**src/rtl/npp_pkg.sv**
```systemverilog
package npp_pkg;
   typedef logic [1:0] ctr2_t;

   localparam ctr2_t CTR_WEAK_NT = 2'b01;
   localparam ctr2_t CTR_WEAK_T  = 2'b10;

   // saturating up/down step of a 2-bit direction counter
   function automatic ctr2_t ctr_step(ctr2_t cur, logic up);
      ctr2_t res;
      if (up) res = (cur == 2'b11) ? cur : cur + 2'd1;
      else    res = (cur == 2'b00) ? cur : cur - 2'd1;
      return res;
   endfunction

   // initial counter for a freshly allocated entry
   function automatic ctr2_t ctr_seed(logic taken);
      return taken ? CTR_WEAK_T : CTR_WEAK_NT;
   endfunction
endpackage

```
**src/rtl/npp_bht.sv**
```systemverilog
module npp_bht
   import npp_pkg::*;
#(
   parameter int ENTRIES = 64,
   localparam int IDX_W = $clog2(ENTRIES)
) (
   input  logic             clk,
   input  logic             rst,
   input  logic [IDX_W-1:0] rd_idx,
   output ctr2_t            rd_ctr,
   input  logic             wr_en,
   input  logic [IDX_W-1:0] wr_idx,
   input  logic             wr_taken
);
   if (ENTRIES < 2 || (1 << IDX_W) != ENTRIES) begin : g_bad_entries
      $error("npp_bht: ENTRIES must be a power of two >= 2");
   end

   ctr2_t ctr_q [ENTRIES];

   assign rd_ctr = ctr_q[rd_idx];

   always_ff @(posedge clk) begin
      if (rst) begin
         for (int i = 0; i < ENTRIES; i++) ctr_q[i] <= CTR_WEAK_NT;
      end else if (wr_en) begin
         ctr_q[wr_idx] <= ctr_step(ctr_q[wr_idx], wr_taken);
      end
   end
endmodule

```
**src/rtl/npp_btb.sv**
```systemverilog
module npp_btb
   import npp_pkg::*;
#(
   parameter int ENTRIES = 16,
   parameter int TAG_W   = 26,
   parameter int TGT_W   = 32,
   parameter bit COUPLED = 1'b1,
   localparam int IDX_W = $clog2(ENTRIES)
) (
   input  logic             clk,
   input  logic             rst,
   input  logic [IDX_W-1:0] rd_idx,
   input  logic [TAG_W-1:0] rd_tag,
   output logic             rd_hit,
   output logic [TGT_W-1:0] rd_tgt,
   output ctr2_t            rd_ctr,
   input  logic             wr_en,
   input  logic [IDX_W-1:0] wr_idx,
   input  logic [TAG_W-1:0] wr_tag,
   input  logic             wr_taken,
   input  logic [TGT_W-1:0] wr_tgt
);
   if (ENTRIES < 2 || (1 << IDX_W) != ENTRIES) begin : g_bad_entries
      $error("npp_btb: ENTRIES must be a power of two >= 2");
   end
   if (TAG_W < 1) begin : g_bad_tag
      $error("npp_btb: TAG_W must be at least 1");
   end

   logic [ENTRIES-1:0] vld_q;
   logic [TAG_W-1:0]   tag_q [ENTRIES];
   logic [TGT_W-1:0]   tgt_q [ENTRIES];
   ctr2_t              ctr_q [ENTRIES];

   // read side: reads the registered state, so a same-cycle write is not seen
   assign rd_hit = vld_q[rd_idx] && (tag_q[rd_idx] == rd_tag);
   assign rd_tgt = tgt_q[rd_idx];
   assign rd_ctr = ctr_q[rd_idx];

   logic             wr_match;
   logic             do_wr;
   logic             nxt_vld;
   logic [TGT_W-1:0] nxt_tgt;
   ctr2_t            nxt_ctr;

   assign wr_match = vld_q[wr_idx] && (tag_q[wr_idx] == wr_tag);

   if (COUPLED) begin : g_coupled
      // every resolved branch owns an entry; counter lives in the entry
      always_comb begin
         do_wr   = wr_en;
         nxt_vld = 1'b1;
         nxt_tgt = (!wr_match || wr_taken) ? wr_tgt : tgt_q[wr_idx];
         nxt_ctr = wr_match ? ctr_step(ctr_q[wr_idx], wr_taken)
                            : ctr_seed(wr_taken);
      end
   end else begin : g_uncoupled
      // only taken branches live here; not-taken evicts a matching entry
      always_comb begin
         do_wr   = wr_en && (wr_taken || wr_match);
         nxt_vld = wr_taken;
         nxt_tgt = wr_taken ? wr_tgt : tgt_q[wr_idx];
         nxt_ctr = wr_taken ? CTR_WEAK_T : ctr_q[wr_idx];
      end
   end

   always_ff @(posedge clk) begin
      if (rst) begin
         vld_q <= '0;
         for (int i = 0; i < ENTRIES; i++) begin
            tag_q[i] <= '0;
            tgt_q[i] <= '0;
            ctr_q[i] <= CTR_WEAK_NT;
         end
      end else if (do_wr) begin
         vld_q[wr_idx] <= nxt_vld;
         tag_q[wr_idx] <= wr_tag;
         tgt_q[wr_idx] <= nxt_tgt;
         ctr_q[wr_idx] <= nxt_ctr;
      end
   end
endmodule

```
**src/rtl/next_pc_predictor.sv**
```systemverilog
module next_pc_predictor
   import npp_pkg::*;
#(
   parameter int PC_W        = 32,
   parameter int TGT_W       = 32,
   parameter int BTB_ENTRIES = 16,
   parameter int BHT_ENTRIES = 64,
   parameter int ALIGN_BITS  = 2,
   parameter int INST_BYTES  = 4,
   parameter bit COUPLED     = 1'b1,
   localparam int BTB_IDX_W = $clog2(BTB_ENTRIES),
   localparam int BHT_IDX_W = $clog2(BHT_ENTRIES),
   localparam int TAG_W     = PC_W - ALIGN_BITS - BTB_IDX_W
) (
   input  logic            clk,
   input  logic            rst,
   input  logic            fetch_valid,
   input  logic [PC_W-1:0] fetch_pc,
   output logic            pred_valid,
   output logic            pred_hit,
   output logic            pred_taken,
   output logic [PC_W-1:0] pred_next_pc,
   input  logic            res_valid,
   input  logic [PC_W-1:0] res_pc,
   input  logic            res_taken,
   input  logic [PC_W-1:0] res_target,
   input  logic            res_pred_taken,
   input  logic [PC_W-1:0] res_pred_target,
   output logic            res_mispredict
);
   if (ALIGN_BITS < 1 || TAG_W < 1) begin : g_bad_geom
      $error("next_pc_predictor: ALIGN_BITS >= 1 and a non-empty tag are required");
   end
   if (TGT_W > PC_W || TGT_W < 1) begin : g_bad_tgt
      $error("next_pc_predictor: TGT_W must lie in 1..PC_W");
   end
   if (ALIGN_BITS + BHT_IDX_W > PC_W) begin : g_bad_bht
      $error("next_pc_predictor: history index exceeds PC width");
   end

   // ---------------- address split ----------------
   logic [BTB_IDX_W-1:0] f_idx, r_idx;
   logic [TAG_W-1:0]     f_tag, r_tag;
   logic [BHT_IDX_W-1:0] f_hidx, r_hidx;

   assign f_idx  = fetch_pc[ALIGN_BITS +: BTB_IDX_W];
   assign r_idx  = res_pc[ALIGN_BITS +: BTB_IDX_W];
   assign f_tag  = fetch_pc[PC_W-1 -: TAG_W];
   assign r_tag  = res_pc[PC_W-1 -: TAG_W];
   assign f_hidx = fetch_pc[ALIGN_BITS +: BHT_IDX_W];
   assign r_hidx = res_pc[ALIGN_BITS +: BHT_IDX_W];

   // ---------------- target buffer ----------------
   logic             btb_hit;
   logic [TGT_W-1:0] btb_tgt;
   ctr2_t            btb_ctr;

   npp_btb #(
      .ENTRIES (BTB_ENTRIES),
      .TAG_W   (TAG_W),
      .TGT_W   (TGT_W),
      .COUPLED (COUPLED)
   ) u_btb (
      .clk      (clk),
      .rst      (rst),
      .rd_idx   (f_idx),
      .rd_tag   (f_tag),
      .rd_hit   (btb_hit),
      .rd_tgt   (btb_tgt),
      .rd_ctr   (btb_ctr),
      .wr_en    (res_valid),
      .wr_idx   (r_idx),
      .wr_tag   (r_tag),
      .wr_taken (res_taken),
      .wr_tgt   (res_target[TGT_W-1:0])
   );

   // ---------------- direction choice ----------------
   ctr2_t bht_ctr;
   logic  dir_taken;

   if (COUPLED) begin : g_dir_coupled
      assign bht_ctr   = CTR_WEAK_NT;
      assign dir_taken = btb_hit && btb_ctr[1];
   end else begin : g_dir_uncoupled
      npp_bht #(
         .ENTRIES (BHT_ENTRIES)
      ) u_bht (
         .clk      (clk),
         .rst      (rst),
         .rd_idx   (f_hidx),
         .rd_ctr   (bht_ctr),
         .wr_en    (res_valid),
         .wr_idx   (r_hidx),
         .wr_taken (res_taken)
      );
      assign dir_taken = btb_hit ? 1'b1 : bht_ctr[1];
   end

   // ---------------- target width expansion ----------------
   logic [PC_W-1:0] tgt_full;

   if (TGT_W == PC_W) begin : g_tgt_full
      assign tgt_full = btb_tgt;
   end else begin : g_tgt_part
      assign tgt_full = {fetch_pc[PC_W-1:TGT_W], btb_tgt};
   end

   logic            redirect;
   logic [PC_W-1:0] next_pc;

   assign redirect = btb_hit && dir_taken;
   assign next_pc  = redirect ? tgt_full : fetch_pc + PC_W'(INST_BYTES);

   // ---------------- output registers ----------------
   logic mp_now;
   assign mp_now = (res_pred_taken != res_taken) ||
                   (res_pred_taken && res_taken && (res_pred_target != res_target));

   always_ff @(posedge clk) begin
      if (rst) begin
         pred_valid     <= 1'b0;
         pred_hit       <= 1'b0;
         pred_taken     <= 1'b0;
         pred_next_pc   <= '0;
         res_mispredict <= 1'b0;
      end else begin
         pred_valid     <= fetch_valid;
         pred_hit       <= fetch_valid && btb_hit;
         pred_taken     <= fetch_valid && dir_taken;
         pred_next_pc   <= fetch_valid ? next_pc : '0;
         res_mispredict <= res_valid && mp_now;
      end
   end

   logic unused_bits;
   assign unused_bits = ^{res_pc[ALIGN_BITS-1:0], res_target, btb_ctr, bht_ctr};
endmodule

```
**config.mk**
```make
export PLATFORM = sky130hd
export DESIGN_NAME = next_pc_predictor
export DESIGN_NICKNAME = d
export VERILOG_FILES = /design/src/rtl/npp_pkg.sv /design/src/rtl/npp_bht.sv /design/src/rtl/npp_btb.sv /design/src/rtl/next_pc_predictor.sv
export SDC_FILE = /design/constraint.sdc
export NUM_CORES = 2
export LEC_CHECK = 0
export BUFFER_PORTS_ARGS = -buffer_cell sky130_fd_sc_hd__buf_4
export CAP_MARGIN = 5
export CORE_AREA = 2 2 287 289
export DETAILED_ROUTE_END_ITERATION = 12
export DIE_AREA = 0 0 289 291
export PLACE_DENSITY = 0.85
export SLEW_MARGIN = 20
export SYNTH_ARGS = -nofsm -noshare
export SYNTH_HDL_FRONTEND = slang
export SYNTH_SLANG_ARGS = --single-unit
```
**constraint.sdc**
```tcl
create_clock -name clk -period 7 [get_ports clk]
set_clock_uncertainty 0.2 [all_clocks]
set_input_delay 1.4 -clock clk [delete_from_list [all_inputs] [get_ports clk]]
set_output_delay 1.4 -clock clk [all_outputs]
set_load 0.1 [all_outputs]
```
Word level (Yosys, flattened, before mapping)

Memories as Yosys holds them, arrays and structs flattened.
Index checks and enable logic that the tools add are counted.

Add/sub/neg operators: 3
$lt $le $gt $ge: 3
Eq/ne operators: 6
Muxes and demuxes: 27
Bitwise logic cells: 2
Reductions and logical operators: 19

Operators by type and width:

| operator                                                                            | number |
|---|---|
| 32-bit 2-to-1 mux                                                                   | 3 |
| 26-bit equality test                                                                | 2 |
| 32-bit by 3-bit adder with 32-bit output, second input constant                     | 1 |
| 32-bit != test                                                                      | 1 |
| 32-bit OR reduction                                                                 | 1 |
| 26-bit 2-to-1 mux                                                                   | 1 |
| 26-bit OR reduction                                                                 | 1 |
| 16-bit bitwise OR                                                                   | 1 |
| 2-bit 2-to-1 mux                                                                    | 6 |
| 4-bit 2-to-1 mux                                                                    | 3 |
| 1-bit 2-to-1 mux                                                                    | 11 |
| 1-bit logical AND                                                                   | 10 |
| 4-bit by 5-bit less-than comparator with 1-bit output, second input constant        | 2 |
| 1-bit binary-select mux with 4-bit select                                           | 2 |
| 1-bit demux with 4-bit select                                                       | 1 |
| 4-bit by 1-bit greater-or-equal comparator with 1-bit output, second input constant | 1 |
| 2-bit OR reduction                                                                  | 2 |
| 2-bit by 1-bit adder with 2-bit output, second input constant                       | 1 |
| 2-bit equality test, second input constant                                          | 1 |
| 2-bit zero test                                                                     | 1 |
| 1-bit logical OR                                                                    | 2 |
| 2-bit AND reduction                                                                 | 1 |
| 2-bit by 1-bit subtractor with 2-bit output, second input constant                  | 1 |
| 1-bit zero test                                                                     | 1 |
| other kinds (3)                                                                     | 3 |

Register bits: 52
Memory bits (writable): 960
Bits of input ports: 134
Output and inout bits: 36
Logic and storage cells: 69
Memories: 3

Memory list:

| memory      | depth | bits a word | read ports | clocked after Yosys merged registers in | wr ports | RTL line      | text |
|---|---|---|---|---|---|---|---|
| u_btb.tgt_q | 16    | 32          | 1          | 0                                       | 16       | npp_btb.sv:32 | `logic [TGT_W-1:0] tgt_q [ENTRIES];` |
| u_btb.tag_q | 16    | 26          | 2          | 0                                       | 16       | npp_btb.sv:31 | `logic [TAG_W-1:0] tag_q [ENTRIES];` |
| u_btb.ctr_q | 16    | 2           | 2          | 0                                       | 16       | npp_btb.sv:33 | `ctr2_t ctr_q [ENTRIES];` |

Logic depth before layout (Yosys ltp)

Word-level depth: 9
Gate-level depth with buffers: 15
Gate-level depth less buffers: 8

Cells and area by module

Synthesis repeated with hierarchy kept, for this count alone.

Cells, all modules: 3325
Area, all modules: 50410.8 µm²

Modules (own cells, without submodules):

| module            | instances | cells an instance | area each (µm²) | sequential area each (µm²) |
|---|---|---|---|---|
| npp_btb           | 1         | 3066              | 48297.6         | 29148.0 |
| next_pc_predictor | 1         | 259               | 2113.3          | 720.7 |

Worst setup path after synthesis

No wires, ideal clock.

Path type: input-to-reg
Start: in res_pc[4]
End: mem u_btb.ctr_q[15][0] (netlist bit) (enable)
Library setup time: 0.452 ns
Arrival time: 4.695 ns
Data required time: 6.348 ns
Slack: 1.653 ns
Cell stages on the path: 6
Path buffers: 4
Path through: clkbuf_1 buf_1 clkbuf_1 nand3_1 clkbuf_1 o21ai_0

RTL lines:

| item            | RTL line                | text |
|---|---|---|
| start, declared | next_pc_predictor.sv:24 | `input logic [PC_W-1:0] res_pc,` |
| end, declared   | npp_btb.sv:33           |  |

==> results.toml <==
[outcome]
status = "complete, no violations"

[pwr]
p_int_mw = 10.8
sequentialPowerShare_pct = 49.8
p_sw_mw = 3.45
ir_drop_v = 0.000214
combPwrFrac_pct = 11.0
p_per_area_nw_per_um2 = 255
clkPwrFrac_pct = 39.2
p_leak_nw = 21.3
swShare_pct = 24.2

[global_routing]
grt_overflow_total = 0
grt_max_degree = 222
grt_pass1_wl_um = 227000
antenna_found_initial = 23
grt_usage_pct = 37.7
grt_pass1_vias = 34100

[worst_setup_path]
regToRegSetupSlack_ps = 2630
rr_endpoint = "u_btb.tgt_q[13][30]$_SDFFCE_PN0P_"
required_ps = 7160
r2r-start = "u_btb.tag_q[11][7]$_SDFFCE_PN0P_"
cp-end-kind = "flop"
critPathLaunchType = "primary input"
crit_arrival_ps = 5840
reg2regPathDepth = 9
path_class = "in2reg"
crit_fanout = 64

[timing]
relSlewSlack_pct = 14.9
fmax_mhz = 176
period_needed_ps = 5680
fin_tns_setup_ps = 0
setup_slack_ps = 1320
fin_crit_sh_pct = 81.2
grt_setup_unrepaired = "no"
slew_viol_final = 0
holdWs_ps = 283
worst_pin_slew_ps = 1270
setup_viol = 0
hold_violations = 0

[clock_tree]
ctsHoldBuffers = 0
clk_latency_ps = 690
post_cts.repair.setup_buffers = 0
cts_resized = 0
clock_path_buffers = 3
root_buffer = "clkbuf_16"
clk_pin_slew_worst_paths_ps = 70
cts_tree = "built"
htreeDepth = 3
cts.sinks = 1012
numCtsBuffers = 101

[cells_and_area]
multiInputGateArea_sq_um = 18900
nNetsFinal = 3474
fin_area_sq_um = 55900
syn2layout_area_growth_pct = 10.7
drive_gt1_share_pct = 25.1
fill_cells = 4943
regArea_sq_um = 29900
final_common_cell = "edfxtp_1"
final_cell_mix = "edfxtp_1 (960), and3_1 (522), mux4_2 (386)"

[hold_path]
hold_depth = 1
hp-class = "reg2reg"
worstHoldStart = "u_btb.vld_q[1]$_SDFFE_PP0P_"
hold_end = "u_btb.vld_q[1]$_SDFFE_PP0P_"

[drt]
firstDrtPassIters = 8
finalWirelength_um = 158000
via_count = 34100
drt_iter0_markers = 6746
vias_per_cell = 7.57
wl_per_cell_um = 35.1
ant_nets = 0
drc = 0

[yosys]
ys_ff_latch = 1012
synth.yosys.seq_area_share_pct = 59.2
synth-async-reset-ratio_pct = 0
ys.flop_type = "edfxtp_1"
synth_edf_count = 960
syn-num-nets = 3445
syn_area_sq_um = 50500
yosysUniqueCellTypes = 55
synth_area_per_cell_sq_um = 15.3
syn_inst = 3309
yosysWarnings = 0

[place]
dp_hpwl_um = 90700
place_area_sq_um = 52400
portBuffers = 167
dp_slack_ps = 883
gp_congestion = 0.920

[floorplanning]
rows = 105
ios = 170
die_w_um = 289
die-area_sq_um = 84100
fp.coreArea_sq_um = 81200
start_util_pct = 62.2
dieHeight_um = 291

[job]
drv_cap = 0
[stage by stage]
step                      total power [mW]  std cells  utilization [%]
final                                 14.3       4505             68.8
after global routing                  14.5       4504             68.8
after CTS                             14.2       4494             68.7
after detailed placement              8.71       4305             64.6
after global placement                8.63       4305             64.6
after floorplan                       8.12       3309                -
[synth_stat cells, types with 9 or more instances]
master	instances	area share, %
and2_1	324	4.0
nand2_1	59	0.44
nor2_1	148	1.1
edfxtp_1	960	57
and3_1	522	6.5
dfxtp_1	52	2.1
nand4_1	27	0.33
buf_6	62	1.4
xnor2_1	69	1.2
clkbuf_1	211	1.6
nand3_1	16	0.16
mux4_2	386	17
a211oi_1	40	0.59
buf_1	28	0.21
a21o_1	33	0.49
xor2_1	40	0.69
buf_2	43	0.43
o21ai_0	24	0.24
a22oi_1	25	0.37
mux2i_1	100	2.0
and4_1	9	0.16
a21oi_1	11	0.11
nor3_1	27	0.27
[kinds of logic (layout without fill, tap and decap cells)]
logic type / Yosys count / after routing / synth area share (%)
AO/OA/AOI/OAI: 178 / 178 / 2.56
other: 0 / 11 / 0
AND/OR/NAND/NOR: 1156 / 1156 / 13.3
XOR/XNOR: 109 / 109 / 1.89
buffers and inverters: 361 / 476 / 3.75
flip-flops: 1012 / 1012 / 59.2
adder cells (fa/ha/maj): 2 / 2 / 0.0496
multiplexers: 491 / 491 / 19.3
[routing by layer]
layer / part of all wire, % / track usage, %
met3: 17 / 13.2
met2: 46 / 56.1
met1: 31 / 48.2
met5: 0.16 / 0.465
met4: 6.5 / 22.2
[flip-flops by register name (all words and copies together), names as in the netlist]
| register | flops |
|---|---|
| u_btb.tgt_q | 512 |
| u_btb.tag_q | 416 |
| pred_next_pc | 32 |
| u_btb.ctr_q | 32 |
| u_btb.vld_q | 16 |
| pred_hit | 1 |
| pred_taken | 1 |
| pred_valid | 1 |
| res_mispredict | 1 |
[worst max path at each step]
stage | startpoint | endpoint | cells after the start
3_5_place_dp | res_pc[2] | u_btb.tgt_q[13][3]$_SDFFCE_PN0P_ | 11
2_1_floorplan | res_pc[4] | u_btb.ctr_q[15][0]$_SDFFCE_PN1P_ | 6
3_3_place_gp | res_pc[2] | u_btb.tgt_q[13][2]$_SDFFCE_PN0P_ | 11
4_1_cts | res_pc[2] | u_btb.tgt_q[13][9]$_SDFFCE_PN0P_ | 12
5_1_grt | res_pc[2] | u_btb.tgt_q[13][6]$_SDFFCE_PN0P_ | 12
6_report | res_pc[2] | u_btb.tgt_q[13][9]$_SDFFCE_PN0P_ | 12
[worst max-delay path, cell delays in order]
cell      delay (ps)
buf_6            650
buf_4            420
buf_4            290
mux2i_1          280
a22oi_1          150
and3_1           250
o221ai_1         360
o21ai_0          180
o211ai_1         230
or3_4            560
a21o_2           610
buf_12           290
[power by group through the flow]
stage | Clock (mW) | Sequential, mW | Combinational (mW)
CTS | 5.55 | 7.09 | 1.51
global route | 5.79 | 7.12 | 1.60
finish | 5.59 | 7.10 | 1.57
floorplan | 0 | 7.21 | 0.903
detailed placement | 0 | 7.22 | 1.50
global placement | 0 | 7.17 | 1.46
[cell type report]
cell class / instances / share of cell area, %
diodes: 11 / 0.0493
clock inverters: 67 / 1.23
repair buffers: 276 / 4.12
multi-input cells: 1936 / 33.9
inverters: 11 / 0.0739
clock buffers: 122 / 4.78
flip-flops and latches: 1012 / 53.5
well taps: 1070 / 2.40
(Power assumes the default switching activity.)
